### config.mk
export PLATFORM = sky130hd
export DESIGN_NAME = lock_rmw_ni
export DESIGN_NICKNAME = d
export VERILOG_FILES = /design/src/rtl/lock_rmw_pkg.sv /design/src/rtl/lock_rmw_seq.sv /design/src/rtl/lock_rmw_pkt_fmt.sv /design/src/rtl/lock_rmw_rsp.sv /design/src/rtl/lock_rmw_ni.sv
export SDC_FILE = /design/constraint.sdc
export NUM_CORES = 1
export LEC_CHECK = 0
export ABC_AREA = 1
export BUFFER_PORTS_ARGS = -buffer_cell sky130_fd_sc_hd__buf_2
export CAP_MARGIN = 20
export CORE_ASPECT_RATIO = 1.1
export CORE_MARGIN = 2
export CORE_UTILIZATION = 47
export CTS_CLUSTER_DIAMETER = 60
export DETAILED_ROUTE_END_ITERATION = 10
export PLACE_DENSITY = 0.82
export RECOVER_POWER = 100
export SYNTH_ARGS = -nofsm -noshare
export SYNTH_HDL_FRONTEND = slang
export SYNTH_SLANG_ARGS = --single-unit
### constraint.sdc
create_clock -name clk_i -period 2.3 [get_ports clk_i]
set_input_delay 0.115 -clock clk_i [delete_from_list [all_inputs] [get_ports clk_i]]
set_output_delay 0.115 -clock clk_i [all_outputs]
set_load 0.02 [all_outputs]
### src/rtl/lock_rmw_pkg.sv
package lock_rmw_pkg;
  typedef enum logic [1:0] {
    OP_READ     = 2'b00,
    OP_WRITE    = 2'b01,
    OP_READ_EX  = 2'b10,
    OP_WRITE_NP = 2'b11
  } cmd_op_e;

  typedef enum logic [1:0] {
    PKT_LOAD   = 2'b00,
    PKT_STORE  = 2'b01,
    PKT_LOCK   = 2'b10,
    PKT_UNLOCK = 2'b11
  } pkt_type_e;

  typedef enum logic [2:0] {
    ST_IDLE,
    ST_SEND_LOCK,
    ST_SEND_LOAD,
    ST_WAIT_RDATA,
    ST_LOCKED,
    ST_SEND_STORE,
    ST_SEND_UNLOCK
  } seq_state_e;

  function automatic logic op_is_write(input logic [1:0] op);
    return op[0];
  endfunction
endpackage

### src/rtl/lock_rmw_seq.sv
module lock_rmw_seq
  import lock_rmw_pkg::*;
(
  input  logic       clk_i,
  input  logic       rst_ni,
  input  logic       cmd_valid_i,
  input  logic [1:0] cmd_op_i,
  input  logic       pkt_ready_i,
  input  logic       net_rsp_valid_i,
  output seq_state_e state_o,
  output logic       cmd_ready_o,
  output logic       cmd_accept_o,
  output logic       pkt_valid_o,
  output logic       rsp_fire_o,
  output logic       rsp_is_read_o
);
  seq_state_e state_q, state_d;
  logic lock_q, lock_d;
  logic np_q, np_d;
  logic ack_wait_q, ack_wait_d;
  logic pkt_fire;

  always_comb begin
    unique case (state_q)
      ST_IDLE:   cmd_ready_o = 1'b1;
      ST_LOCKED: cmd_ready_o = op_is_write(cmd_op_i);
      default:   cmd_ready_o = 1'b0;
    endcase
  end

  assign cmd_accept_o = cmd_valid_i && cmd_ready_o;
  assign pkt_valid_o  = (state_q == ST_SEND_LOCK) || (state_q == ST_SEND_LOAD) ||
                        (state_q == ST_SEND_STORE) || (state_q == ST_SEND_UNLOCK);
  assign pkt_fire     = pkt_valid_o && pkt_ready_i;

  // posted write answers on acceptance, everything else on network response
  assign rsp_fire_o    = (cmd_accept_o && cmd_op_i == OP_WRITE) ||
                         (state_q == ST_WAIT_RDATA && net_rsp_valid_i);
  assign rsp_is_read_o = (state_q == ST_WAIT_RDATA) && !ack_wait_q;

  always_comb begin
    state_d    = state_q;
    lock_d     = lock_q;
    np_d       = np_q;
    ack_wait_d = ack_wait_q;
    unique case (state_q)
      ST_IDLE: if (cmd_accept_o) begin
        unique case (cmd_op_i)
          OP_READ:    state_d = ST_SEND_LOAD;
          OP_READ_EX: begin state_d = ST_SEND_LOCK; lock_d = 1'b1; end
          default:    begin state_d = ST_SEND_STORE; np_d = (cmd_op_i == OP_WRITE_NP); end
        endcase
      end
      ST_LOCKED: if (cmd_accept_o) begin
        state_d = ST_SEND_STORE;
        np_d    = (cmd_op_i == OP_WRITE_NP);
      end
      ST_SEND_LOCK: if (pkt_fire) state_d = ST_SEND_LOAD;
      ST_SEND_LOAD: if (pkt_fire) begin
        state_d    = ST_WAIT_RDATA;
        ack_wait_d = 1'b0;
      end
      ST_SEND_STORE: if (pkt_fire) begin
        if (np_q) begin
          state_d    = ST_WAIT_RDATA;
          ack_wait_d = 1'b1;
        end else begin
          state_d = lock_q ? ST_SEND_UNLOCK : ST_IDLE;
        end
      end
      ST_WAIT_RDATA: if (net_rsp_valid_i) begin
        if (ack_wait_q) state_d = lock_q ? ST_SEND_UNLOCK : ST_IDLE;
        else            state_d = lock_q ? ST_LOCKED : ST_IDLE;
      end
      ST_SEND_UNLOCK: if (pkt_fire) begin
        state_d = ST_IDLE;
        lock_d  = 1'b0;
      end
      default: state_d = ST_IDLE;
    endcase
  end

  always_ff @(posedge clk_i or negedge rst_ni) begin
    if (!rst_ni) begin
      state_q    <= ST_IDLE;
      lock_q     <= 1'b0;
      np_q       <= 1'b0;
      ack_wait_q <= 1'b0;
    end else begin
      state_q    <= state_d;
      lock_q     <= lock_d;
      np_q       <= np_d;
      ack_wait_q <= ack_wait_d;
    end
  end

  assign state_o = state_q;
endmodule

### src/rtl/lock_rmw_pkt_fmt.sv
module lock_rmw_pkt_fmt
  import lock_rmw_pkg::*;
#(
  parameter int ADDR_W = 32,
  parameter int DATA_W = 32
) (
  input  logic              clk_i,
  input  logic              rst_ni,
  input  logic              cmd_accept_i,
  input  logic [ADDR_W-1:0] cmd_addr_i,
  input  logic [DATA_W-1:0] cmd_wdata_i,
  input  seq_state_e        state_i,
  output logic [1:0]        pkt_type_o,
  output logic [ADDR_W-1:0] pkt_addr_o,
  output logic [DATA_W-1:0] pkt_data_o
);
  logic [ADDR_W-1:0] addr_q;
  logic [DATA_W-1:0] wdata_q;

  always_ff @(posedge clk_i or negedge rst_ni) begin
    if (!rst_ni) begin
      addr_q  <= '0;
      wdata_q <= '0;
    end else if (cmd_accept_i) begin
      addr_q  <= cmd_addr_i;
      wdata_q <= cmd_wdata_i;
    end
  end

  always_comb begin
    unique case (state_i)
      ST_SEND_LOCK:   pkt_type_o = PKT_LOCK;
      ST_SEND_STORE:  pkt_type_o = PKT_STORE;
      ST_SEND_UNLOCK: pkt_type_o = PKT_UNLOCK;
      default:        pkt_type_o = PKT_LOAD;
    endcase
  end

  assign pkt_addr_o = addr_q;
  assign pkt_data_o = (state_i == ST_SEND_STORE) ? wdata_q : '0;
endmodule

### src/rtl/lock_rmw_rsp.sv
module lock_rmw_rsp #(
  parameter int DATA_W = 32
) (
  input  logic              clk_i,
  input  logic              rst_ni,
  input  logic              rsp_fire_i,
  input  logic              rsp_is_read_i,
  input  logic [DATA_W-1:0] net_rsp_data_i,
  output logic              rsp_valid_o,
  output logic [DATA_W-1:0] rsp_data_o
);
  always_ff @(posedge clk_i or negedge rst_ni) begin
    if (!rst_ni) begin
      rsp_valid_o <= 1'b0;
      rsp_data_o  <= '0;
    end else begin
      rsp_valid_o <= rsp_fire_i;
      if (rsp_fire_i) rsp_data_o <= rsp_is_read_i ? net_rsp_data_i : '0;
    end
  end
endmodule

### src/rtl/lock_rmw_ni.sv
module lock_rmw_ni
  import lock_rmw_pkg::*;
#(
  parameter int ADDR_W  = 32,
  parameter int DATA_W  = 32,
  parameter int ID_W    = 4,
  parameter int INIT_ID = 3
) (
  input  logic              clk_i,
  input  logic              rst_ni,
  input  logic              cmd_valid_i,
  input  logic [1:0]        cmd_op_i,
  input  logic [ADDR_W-1:0] cmd_addr_i,
  input  logic [DATA_W-1:0] cmd_wdata_i,
  output logic              cmd_ready_o,
  output logic              rsp_valid_o,
  output logic [DATA_W-1:0] rsp_data_o,
  output logic              pkt_valid_o,
  input  logic              pkt_ready_i,
  output logic [1:0]        pkt_type_o,
  output logic [ID_W-1:0]   pkt_src_o,
  output logic [ADDR_W-1:0] pkt_addr_o,
  output logic [DATA_W-1:0] pkt_data_o,
  input  logic              net_rsp_valid_i,
  input  logic [DATA_W-1:0] net_rsp_data_i
);
  localparam logic [ID_W-1:0] SRC_ID = ID_W'(INIT_ID);

  seq_state_e state;
  logic cmd_accept, rsp_fire, rsp_is_read;

  lock_rmw_seq u_seq (
    .clk_i          (clk_i),
    .rst_ni         (rst_ni),
    .cmd_valid_i    (cmd_valid_i),
    .cmd_op_i       (cmd_op_i),
    .pkt_ready_i    (pkt_ready_i),
    .net_rsp_valid_i(net_rsp_valid_i),
    .state_o        (state),
    .cmd_ready_o    (cmd_ready_o),
    .cmd_accept_o   (cmd_accept),
    .pkt_valid_o    (pkt_valid_o),
    .rsp_fire_o     (rsp_fire),
    .rsp_is_read_o  (rsp_is_read)
  );

  lock_rmw_pkt_fmt #(.ADDR_W(ADDR_W), .DATA_W(DATA_W)) u_fmt (
    .clk_i       (clk_i),
    .rst_ni      (rst_ni),
    .cmd_accept_i(cmd_accept),
    .cmd_addr_i  (cmd_addr_i),
    .cmd_wdata_i (cmd_wdata_i),
    .state_i     (state),
    .pkt_type_o  (pkt_type_o),
    .pkt_addr_o  (pkt_addr_o),
    .pkt_data_o  (pkt_data_o)
  );

  lock_rmw_rsp #(.DATA_W(DATA_W)) u_rsp (
    .clk_i         (clk_i),
    .rst_ni        (rst_ni),
    .rsp_fire_i    (rsp_fire),
    .rsp_is_read_i (rsp_is_read),
    .net_rsp_data_i(net_rsp_data_i),
    .rsp_valid_o   (rsp_valid_o),
    .rsp_data_o    (rsp_data_o)
  );

  assign pkt_src_o = SRC_ID;
endmodule

; After elaboration in Yosys (flattened, before gate mapping)
; Cells that the tools add are included.
[totals]
elab_cells = 75
inputBits = 103
register_bits = 103
output_inout_bits = 105
[classes]
eq_ne = 19
n_reduce_logical = 20
mux = 28
[op_table]
columns = cell, n
row1 = 2-to-1 mux 32 bit, 2
row2 = 2-to-1 mux 3 bit, 11
row3 = one-hot mux 3 bit (7 select lines), 1
row4 = "inequality test 2 bit, second input constant", 7
row5 = AND reduction 4 bit, 3
row6 = "equality test 3 bit, second input constant", 3
row7 = 2-to-1 mux 1 bit, 8
row8 = one-hot mux 1 bit (2 select lines), 4
row9 = AND reduction 7 bit, 1
row10 = "equality test 3 x 2 -> 1 bit, second input constant", 2
row11 = "inequality test 2 x 1 -> 1 bit, second input constant", 3
row12 = one-hot mux 2 bit (3 select lines), 1
row13 = one-hot mux 3 bit (2 select lines), 1
row14 = nonzero test 2 bit, 3
row15 = logical AND 1 bit, 5
row16 = "equality test 2 bit, second input constant", 2
row17 = logical OR 1 bit, 4
row18 = "equality test 3 x 1 -> 1 bit, second input constant", 1
row19 = logical NOT 3 bit, 1
row20 = "equality test 2 x 1 -> 1 bit, second input constant", 1
row21 = logical NOT 2 bit, 1
row22 = OR reduction 2 bit, 1
row23 = logical NOT 1 bit, 1

; Longest topological paths before layout
; Gate-level depths: netlist of run 1.
[depth]
depth_word = 7
ltp_mapped = 10
mapped_depth_nobuf = 10

; Cells and area by module
; A second synthesis of run 1 with hierarchy kept.
[unflattened]
cells_unflattened = 534
area_unflattened_um2 = 4564.4
[by_module_without_submodules]
columns = mod, seq_area_each_um2, area_each_um2, instances, cells_each
row1 = lock_rmw_pkt_fmt, 1601.5, 2683.8, 1, 313
row2 = lock_rmw_rsp, 825.8, 1383.8, 1, 140
row3 = lock_rmw_seq, 150.1, 459.2, 1, 75
row4 = lock_rmw_ni, 0.0, 37.5, 1, 6

; Worst setup path before layout of run 1
; OpenSTA, ideal clock, no wires.
[synth_path]
path_type = register to register
from = reg u_seq.state_q[1] (netlist: u_seq.state_o[1])
to = reg u_fmt.addr_q[0] (netlist: u_fmt.pkt_addr_o[0])
setup_time_ps = 125
required_ps = 2175
arrival_time_ps = 1528
n_path_buf = 1
stages_incl_launch_ff = 7
period_less_slack_ps = 1652
setup_slack_ps = 648
cell_sequence = dfrtp_1 > inv_1 > ha_1 > nand3_2 > nand2_2 > buf_4 > mux2_2
[synth_via]
elab_chain_len = 3
elab_cells_between_ends = 4
classes_between = eq/ne: 1 / mux: 1 / reduce/logical: 2
[synth_lines]
columns = element, line
row1 = "start, declared", lock_rmw_seq.sv:17  ; seq_state_e state_q, state_d;
row2 = "start signal, assigned", lock_rmw_seq.sv:90  ; state_q <= state_d;
row3 = equality test 3 bit or logical NOT 3 bit (tied branches), lock_rmw_seq.sv:24  ; unique case (state_q)
row4 = one-hot mux 1 bit (2 select lines) *, lock_rmw_seq.sv:24
row5 = logical AND 1 bit *, lock_rmw_seq.sv:31  ; assign cmd_accept_o = cmd_valid_i && cmd_ready_o;
row6 = "end signal, assigned", lock_rmw_pkt_fmt.sv:25  ; addr_q <= cmd_addr_i;
row7 = "end, declared", lock_rmw_pkt_fmt.sv:17  ; logic [ADDR_W-1:0] addr_q;
; Mark *: on every way between the ends. The rest lies on a longest branch, timed or not.
; A chain may end at the register's enable or synchronous reset.

; Worst setup path in the final report of run 1
[layout_path]
from = reg u_seq.state_q[1] (netlist: u_seq.state_o[1])
to = out pkt_data_o[5]
[layout_via]
elab_chain_len = 2
[layout_lines]
columns = element, line
row1 = equality test 3 bit, lock_rmw_pkt_fmt.sv:40  ; assign pkt_data_o = (state_i == ST_SEND_STORE) ? wdata_q : '0;
row2 = 2-to-1 mux 32 bit, lock_rmw_pkt_fmt.sv:40
row3 = "end, declared", lock_rmw_ni.sv:23  ; output logic [DATA_W-1:0] pkt_data_o,
; No other way between the ends.

==> impl_results.md, run 1 <==
* Site row count at 37
* # fillers at 712
* Initial DRC Count at 198
* GRT Total Usage at 0.2417
* DRT Pass-1 Iters at 4
* Fmax at 0.4822 GHz
* RSZ-0062 raised after global routing: false
* Routed WL per cell at 14.38 um
* WL final at 12.32 mm
* Int Pwr at 4.216 mW
* Clk pwr share at 0.167
* Leak pwr at 3.116 nW
* Post-synthesis sequential area ratio at 0.5765
* Seq pwr share at 0.409
* CTS tree: yes
* Multi-input gate area at 1433 um^2
* Cell Pwr Density at 1114 nW/um^2
* Setup TNS at 0 ns
* Outcome: completed
* Antenna Cells at 0
* Post-CTS Setup Repair Bufs at 0
* Total power at 7.156 mW
* Endpoint class of the critical path: primary output
* Syn Area/Cell at 9.614 um^2
* Flip-flop and latch area at 2577 um^2
* Sw Pwr at 2.940 mW
* Setup crit start kind: register
* IO Port Bufs at 203
* CP Class: register to primary output
* Height of the die at 106.3 um
* TritonCTS Buffers at 9
* Top cell type's share of synthesized area at 0.5765
* Routability Congestion at 0.8700
* Share of cells above drive strength 1 at 0.2486
* Final #Nets at 844
* Combinational power share at 0.423
* IO Count at 208
* Synth cell types at 20
* Synth Warn # at 0
* Worst-path clk slew at 0.10 ns
* Worst Hold Class: input pin to register
* Initial core utilization at 0.4804
* Largest area contributor in the netlist: dfrtp_1
* Period minus WS final at 2.074 ns
* Syn Inst Count at 465
* Final setup fails at 0
* DRC viols at 0
* Commonest cells after routing, fill and taps aside: buf_2, dfrtp_1, dlygate4sd3_1
* Clk_skew at 0.008178 ns
* Vias per inst at 4.893
* Clock tree buffer depth at 2
* Synth area leaders: dfrtp_1, mux2_2, o21ai_0
* GRT Residual Overflow at 0
* Number of global-route vias before repair at 4474
* Largest net degree at the start of global routing at 66
* Routed Antenna Nets at 0
* WP data required at 2.18 ns
* P&R area growth vs syn at 43.74%
* Critical Path Fanout Max at 31
* First-pass GRT wire length at 20.24 mm
* Final worst-path cycle share at 0.9017
* Chip width at 96.99 um
* Worst-Margin Slew at 1.215 ns
* Max-slew headroom at 0.1897
* Fin. max-slew vios at 0
* Max cap viols at 0
* Switching Share at 0.4109
* Peak VDD IR at 735.4 uV
* Initial antenna violation count at 0
* WP data arrival at 1.96 ns
* Syn Std Cell Area at 4471 um^2
* H-tree levels at 3
* CTS root buf: clkbuf_8
* DR vias at 4193
* Core area at 9305 um^2
* Post-DP HPWL at 7.868 mm
* Clock Latency Late Sink at 0.34 ns
* Die area at 10310 um^2
* CTS Sinks at 103
* Hold Vio Cnt, Final at 0
* Synth Register Bits at 103
* Hold Slack at 0.02040 ns
## power groups by stage
| stage | Sequential (mW) | Clock (mW) | Combinational, mW |
|---|---|---|---|
| CTS | 2.90 | 1.24 | 3.17 |
| detailed placement | 2.93 | 0 | 3.06 |
| global placement | 2.89 | 0 | 2.94 |
| floorplan | 3.39 | 0 | 1.61 |
| global route | 3.02 | 1.31 | 3.35 |
| finish | 2.93 | 1.20 | 3.03 |
## registers in the layout, summed over array words and instances (netlist names)
| name | count |
|---|---|
| u_seq.np_q | 1 |
| u_seq.ack_wait_q | 1 |
| u_rsp.rsp_data_o | 32 |
| u_seq.lock_q | 1 |
| u_seq.state_o | 3 |
| u_rsp.rsp_valid_o | 1 |
| u_fmt.wdata_q | 32 |
| u_fmt.pkt_addr_o | 32 |
## timing repair
action,4_1_cts,5_1_grt
gates resized for setup,0,1
hold buffers,76,1
setup endpoints to repair,0,4
hold endpoints to repair,124,1
## per-stage QoR
step / utilization / cell area, um^2 / worst slack [ns] / std cells
4_1_cts: 0.7015 / 6528 / 0.1725 / 856
3_5_place_dp: 0.5974 / 5559 / 0.1969 / 766
6_report: 0.6906 / 6426 / 0.2260 / 857
2_1_floorplan: - / 4478 / 0.6476 / 467
5_1_grt: 0.6906 / 6426 / 0.01538 / 857
3_3_place_gp: 0.5974 / 5559 / 0.3282 / 766
## path summary, 6_finish.rpt
check                                     start                    to  slack [ns]  depth (start not counted)
max in group asynchronous                rst_ni  u_fmt.pkt_addr_o[19]        0.89                          3
setup reg to reg               u_seq.state_o[0]     u_fmt.wdata_q[29]        0.23                          7
min in group asynchronous                rst_ni      u_seq.state_o[1]        0.55                          2
hold reg to reg            u_fmt.pkt_addr_o[26]  u_fmt.pkt_addr_o[26]        0.51                          1
setup / recovery               u_seq.state_o[1]         pkt_data_o[5]        0.23                          6
hold / removal               net_rsp_data_i[21]  u_rsp.rsp_data_o[21]        0.02                          3
## metal layers
metal,vias up,GRT usage,part of all wire
met5,-,0,0
met4,0,0.1177,0.026
met3,32,0.04865,0.065
met2,192,0.4281,0.53
met1,1974,0.2804,0.38
li1,1995,-,-
## cells by family after synthesis
family	Yosys count	share of synthesized area
compound gates	79	0.09068
fa+ha+maj	4	0.01120
buf+inv	103	0.1058
flops	103	0.5765
mux	32	0.08061
other cells	2	0.001680
simple gates	142	0.1335
## area by class of cell
class / count / share of cell area
inverter: 75 / 0.04420
multi-input combinational: 261 / 0.2229
timing repair buffer: 287 / 0.2767
sequential: 103 / 0.4011
tap: 117 / 0.02278
clock inverter: 5 / 0.01305
clock buffer: 9 / 0.01928
## synth_stat cells, drive strengths merged
cell type / number
o21ai: 74
nand3: 41
clkbuf: 6
nand2: 61
a21oi: 3
inv: 75
buf: 22
o22ai: 1
o21a: 1
conb: 2
mux2: 32
nor2: 40
dfrtp: 103
ha: 4
## critical path, cell delays in order, from the launching register on
cell and delay (ns):
dfrtp_1 0.42, inv_1 0.12, ha_1 0.26, nand2_1 0.15
buf_4 0.27, nor2_1 0.12, clkbuf_1 0.25
No activity file was read; power rests on OpenSTA's default activity.
==> inputs of run 2 (changes only) <==
- PLACE_DENSITY: 0.82 -> 0.81
- REMOVE_ABC_BUFFERS: unset -> 1
- SYNTH_HIERARCHICAL: unset -> 1
==> run 2 against run 1 <==
  * Final cell count rose by 9.9%
  * Synthesized cell count up 15%
  * Register-to-register slack better by 0.12 ns
  * Clock power down 17%
  * Sequential share of layout area down 0.75 points
  * Global-route usage up 2.1 points
  * Combinational power fell by 11%
  * Highest routed layer unchanged
  * Critical path type unchanged
  * Core utilization increased by 0.62 points
==> impl_results.md, run 2 <==
* Post-CTS Setup Repair Bufs at 0
* Routed Antenna Nets at 0
* Synth Register Bits at 103
* WP data required at 2.18 ns
* Clk pwr share at 0.152
* DRT Pass-1 Iters at 5
* IO Port Bufs at 203
* Combinational power share at 0.412
* DR vias at 4635
* Worst-path clk slew at 0.09 ns
* Syn Area/Cell at 8.548 um^2
* Syn Inst Count at 534
* Post-synthesis sequential area ratio at 0.5647
* Syn Std Cell Area at 4564 um^2
* Int Pwr at 3.703 mW
* Initial DRC Count at 208
* IO Count at 208
* Top cell type's share of synthesized area at 0.5647
* Die area at 10520 um^2
* Post-synthesis adder-cell area fraction at 0
* Clock Latency Late Sink at 0.35 ns
* Cell area after layout at 6549 um^2
* RSZ-0062 raised after global routing: false
* Largest net degree at the start of global routing at 102
* Setup crit start kind: register
* Top cells by count, synth: nand2_1, dfrtp_1, inv_1
* Period minus WS final at 2.013 ns
* Largest family of logic cells by synthesized area: simple AND/OR/NAND/NOR gates
* Leak pwr at 3.435 nW
* Worst-Margin Slew at 0.9624 ns
* Clk_skew at 0.004580 ns
* Switching Share at 0.4324
* CTS root buf: clkbuf_8
* Site row count at 37
* Commonest cells after routing, fill and taps aside: nand2_1, buf_2, dfrtp_1
* Synth cell types at 26
* Post-DP HPWL at 8.060 mm
* First-pass GRT wire length at 22.31 mm
* Final #Nets at 924
* Synth Area in XOR/XNOR at 0
* CTS Sinks at 103
* Main synth FF type: dfrtp_1
* Post-synth EDFFs at 0
* Clock tree buffer depth at 2
* Fin. max-slew vios at 0
* Routed WL per cell at 14.55 um
* WL final at 13.71 mm
* Sw Pwr at 2.821 mW
* GRT Residual Overflow at 0
* P&R area growth vs syn at 43.48%
* H-tree levels at 3
* Synth area leaders: dfrtp_1, nand2_1, o21ai_0
* Critical Path Fanout Max at 29
* Height of the die at 107.4 um
* Final setup fails at 0
* CP Class: register to primary output
* Peak VDD IR at 665.7 uV
* Core area at 9398 um^2
* Routability Congestion at 0.8460
* Max cap viols at 0
* CP top delay family: buffers and inverters
* Number of global-route vias before repair at 4709
* Synth Area in Compound Gates at 0.08745
* Final worst-path cycle share at 0.8753
* WP data arrival at 1.90 ns
* Chip width at 97.96 um
* Initial antenna violation count at 0
* Most common cell in the netlist: nand2_1
* CTS tree: yes
* Final Util at 0.6968
* Antenna Cells at 0
* PnR worst setup slack at 0.2867 ns
* Hold Vio Cnt, Final at 0
* Largest area contributor in the netlist: dfrtp_1
* Fmax at 0.4967 GHz
* Async set-reset flop share out of synthesis at 1.000
* DP Cell Count at 832
* # fillers at 724
* Slowest library cell on the worst path: dfrtp_1
* Synth Warn # at 6
* Setup TNS at 0 ns
* Endpoint class of the critical path: primary output
* Initial core utilization at 0.4857
* Post-synthesis simple-gate area fraction at 0.2196
* CP peak stage delay at 0.55 ns
* GRT Total Usage at 0.2629
* Commonest non-fill, non-tap cell in the layout: nand2_1
* Share of cells above drive strength 1 at 0.2061
* Cell Pwr Density at 996.2 nW/um^2
* Setup slack after placement at 0.5705 ns
* Mux cell area share after synthesis at 0
* Non-filler cells in the finished layout at 942
* DRC viols at 0
* Max-slew headroom at 0.3584
* Worst-path cell chain: nand3_1, buf_4, nor2_1, clkbuf_1
* Buf+Inv Stages, Crit Path at 2
* TritonCTS Buffers at 9
* Outcome: completed
* Dpl cell area at 5569 um^2
* Vias per inst at 4.920
* Worst Hold Class: input pin to register
* Seq pwr share at 0.436
==> run 2: cell count changes after synthesis, sizes merged <==
cell    delta
buf        +5
nand2     +91
o21a       -1
a21oi      -1
mux2      -32
nor2       +6
o211ai     +1
clkbuf     -1
nand3      -1
ha         -4
nor3       +1
o21ai      -2
nand4      +1
inv        +6
==> run 2: worst register-to-register path, cell delays in order (launching register included) <==
cell,delay (ns)
dfrtp_1,0.49
nor2_1,0.26
nand3_1,0.17
o22ai_2,0.31
clkbuf_2,0.42
nand3_1,0.14
nand2_1,0.10
==> run 2: timing repair <==
item / 4_1_cts / 5_1_grt
hold buffers: 95 / 0
gates resized for setup: 0 / 0
hold endpoints to repair: 126 / 0
==> run 2: worst paths after layout <==
path,slack (ns),cells after the start,startpoint,end
worst max-delay path,0.29,4,u_seq/state_o[2],pkt_data_o[20]
worst min-delay path,0.02,3,cmd_wdata_i[22],u_fmt/wdata_q[22]
worst max register to register,0.35,6,u_seq/state_o[1],u_rsp/rsp_data_o[20]
worst min register to register,0.48,2,u_rsp/rsp_data_o[14],u_rsp/rsp_data_o[14]
max in group asynchronous,0.53,3,rst_ni,u_fmt/wdata_q[26]
min in group asynchronous,0.44,2,rst_ni,u_rsp/rsp_data_o[26]
==> run 2: power by group through the flow <==
stage	registers, mW	logic (mW)	clock network, mW
final	2.84	2.69	0.993
after global routing	2.92	2.98	1.10
after detailed placement	2.84	2.65	0
after CTS	2.82	2.77	1.04
after global placement	2.81	2.57	0
after floorplan	3.23	1.27	0
==> run 2: cell type report <==
class | count | area [um^2] | share of cell area
clock buffers | 12 | 145.1 | 0.02216
clock inverters | 3 | 18.77 | 0.002866
flip-flops and latches | 103 | 2577 | 0.3936
multi-input cells | 320 | 1411 | 0.2155
repair buffers | 306 | 1938 | 0.2959
well taps | 117 | 146.4 | 0.02235
inverters | 81 | 311.5 | 0.04757
==> run 2: through the flow <==
step | power (mW) | hold slack [ns]
finish | 6.524 | 0.02235
global route | 7.004 | 0.01102
CTS | 6.632 | 0.004583
detailed placement | 5.490 | 0.09004
global placement | 5.378 | 0.07949
floorplan | 4.506 | -0.1806
==> run 2: layer usage <==
layer	track usage	wire length, um	vias up
met3	0.05714	1153	27
li1	-	-	2190
met1	0.3210	5413	2171
met5	0	0	-
met4	0.09722	266	0
met2	0.4589	6874	247
==> run 2: logic make-up after synthesis <==
kind of cell / after synthesis
buf+inv: 113
other cells: 2
flops: 103
compound gates: 76
simple gates: 240
==> inputs of run 3 (changes only) <==
- CORE_ASPECT_RATIO: 1.1 -> 1.75
- CORE_UTILIZATION: 47 -> 45
- PLACE_DENSITY: 0.81 -> 0.78
- SKIP_CTS_REPAIR_TIMING: unset -> 1
==> run 3 against run 2 <==
  * The run now ends with negative hold slack left
  * Register-to-register slack lost 0.02 ns
  * Core utilization shrank 9.8 points
  * Die area grew 4.6%
  * Via count shrank 11%
  * Largest cell class unchanged
==> impl_results.md, run 3 (same netlist as run 2, synthesis figures left out) <==
* Outcome: finished with violations
* Failing checks: negative hold slack
* Initial DRC Count at 171
* CTS root buf: clkbuf_16
* Chip width at 80.13 um
* Worst Reg2Reg Path Length in Cells at 5
* Max cap viols at 0
* DR vias at 4110
* Height of the die at 137.2 um
* Seq pwr share at 0.418
* Final setup fails at 0
* Period minus WS final at 2.044 ns
* First-pass GRT wire length at 17.02 mm
* CTS tree: yes
* P&R area growth vs syn at 29.17%
* CP Class: register to primary output
* Slowest library cell on the worst path: dfrtp_1
* Combinational power share at 0.373
* Endpoint class of the critical path: primary output
* Setup slack after placement at 0.5579 ns
* DRT Pass-1 Iters at 4
* Critical Path Fanout Max at 19
* Worst-path cell chain: nand3_2, buf_2, nor2_1, clkbuf_2
* TritonCTS Buffers at 9
* Vias per inst at 4.697
* PnR worst setup slack at 0.2558 ns
* Worst Min Path Start: cmd_wdata_i[1]
* Sw Pwr at 2.802 mW
* GRT Residual Overflow at 0
* Commonest non-fill, non-tap cell in the layout: nand2_1
* WP data required at 2.18 ns
* Routed Antenna Nets at 0
* CP peak stage delay at 0.56 ns
* Initial core utilization at 0.4634
* RSZ-0062 raised after global routing: false
* Worst hold stages at 3
* Post-DP HPWL at 8.311 mm
* Multi-input gate area at 1381 um^2
* Fin. max-slew vios at 0
* Reg2reg end: u_fmt/wdata_q[30]
* Clk pwr share at 0.209
* Routability Congestion at 0.8250
* Final Util at 0.5986
* Worst Hold Class: input pin to register
* Non-filler cells in the finished layout at 875
* Leak pwr at 3.128 nW
* Share of cells above drive strength 1 at 0.2080
* Commonest cells after routing, fill and taps aside: nand2_1, buf_2, dfrtp_1
* Site row count at 48
* Peak VDD IR at 657.0 uV
* Largest net degree at the start of global routing at 127
* Hold endpoint: u_fmt/wdata_q[1]
* Hold Vio Cnt, Final at 12
* Routed WL per cell at 13.20 um
* Int Pwr at 3.960 mW
* DP Cell Count at 838
* R2R Setup Slk at 0.33 ns
* Switching Share at 0.4144
* Clock Latency Late Sink at 0.33 ns
* Number of global-route vias before repair at 3851
* Clock tree buffer depth at 2
* Core area at 9849 um^2
* H-tree levels at 3
* Hold Slack at -0.01510 ns
* DRC viols at 0
* GRT Total Usage at 0.1982
* # fillers at 922
* Final worst-path cycle share at 0.8888
* CTS Sinks at 103
* Worst-Margin Slew at 1.007 ns
* IO Count at 208
* WP data arrival at 1.93 ns
* Final #Nets at 848
* Fmax at 0.4892 GHz
* Antenna Cells at 0
* WL final at 11.55 mm
* Flip-flop and latch area at 2577 um^2
* Die area at 11000 um^2
* Initial antenna violation count at 0
* Worst-path clk slew at 0.07 ns
* Setup crit start kind: register
* Cell Pwr Density at 1147 nW/um^2
* R2r startpoint: u_seq/state_o[0]
* IO Port Bufs at 203
* Clk_skew at 0.007389 ns
* Max-slew headroom at 0.3286
[run 3: how the worst max path moves through the flow]
stage,from,endpoint,slack [ns]
after floorplan,u_seq/state_o[1],u_fmt/pkt_addr_o[0],-1.08
after global placement,u_seq/state_o[2],u_rsp/rsp_data_o[24],0.66
after detailed placement,u_seq/state_o[0],u_fmt/pkt_addr_o[19],0.56
after CTS,u_seq/state_o[2],pkt_data_o[21],0.28
after global routing,u_seq/state_o[2],pkt_data_o[31],0.08
final,u_seq/state_o[2],pkt_data_o[21],0.26
[run 3: per-stage QoR]
stage | total power, mW | setup TNS (ns) | area, um^2
final | 6.762 | 0 | 5896
after global routing | 7.264 | 0 | 5896
after CTS | 6.948 | 0 | 5861
after detailed placement | 5.500 | 0 | 5577
after global placement | 5.371 | 0 | 5577
after floorplan | 4.506 | -86.46 | 4305
[run 3: worst max-delay path, delay by kind of cell (launching register included)]
| kind | cells | cell delay [ns] |
|---|---|---|
| DFF | 1 | 0.56 |
| and+or+nand+nor | 2 | 0.49 |
| buffers and inverters | 2 | 0.54 |
[run 3: area by class of cell]
class / instances / area share
Clock inverter: 6 / 0.007640
Multi-Input combinational cell: 320 / 0.2343
Tap cell: 125 / 0.02653
Inverter: 81 / 0.05199
Clock buffer: 10 / 0.04053
Timing Repair Buffer: 230 / 0.2018
Sequential cell: 103 / 0.4372
[run 3: metal layers]
layer,GRT usage,wire (um),vias to the layer above
met5,0,0,-
met4,0.1026,376,0
met3,0.03866,548,30
met2,0.3583,6253,145
met1,0.2150,4374,1898
li1,-,-,2037
[run 3: power groups by stage]
stage	clock [mW]	combinational (mW)	sequential [mW]
final	1.41	2.52	2.83
after global routing	1.54	2.82	2.90
after CTS	1.47	2.66	2.82
after detailed placement	0	2.65	2.85
after global placement	0	2.56	2.82
after floorplan	0	1.27	3.23
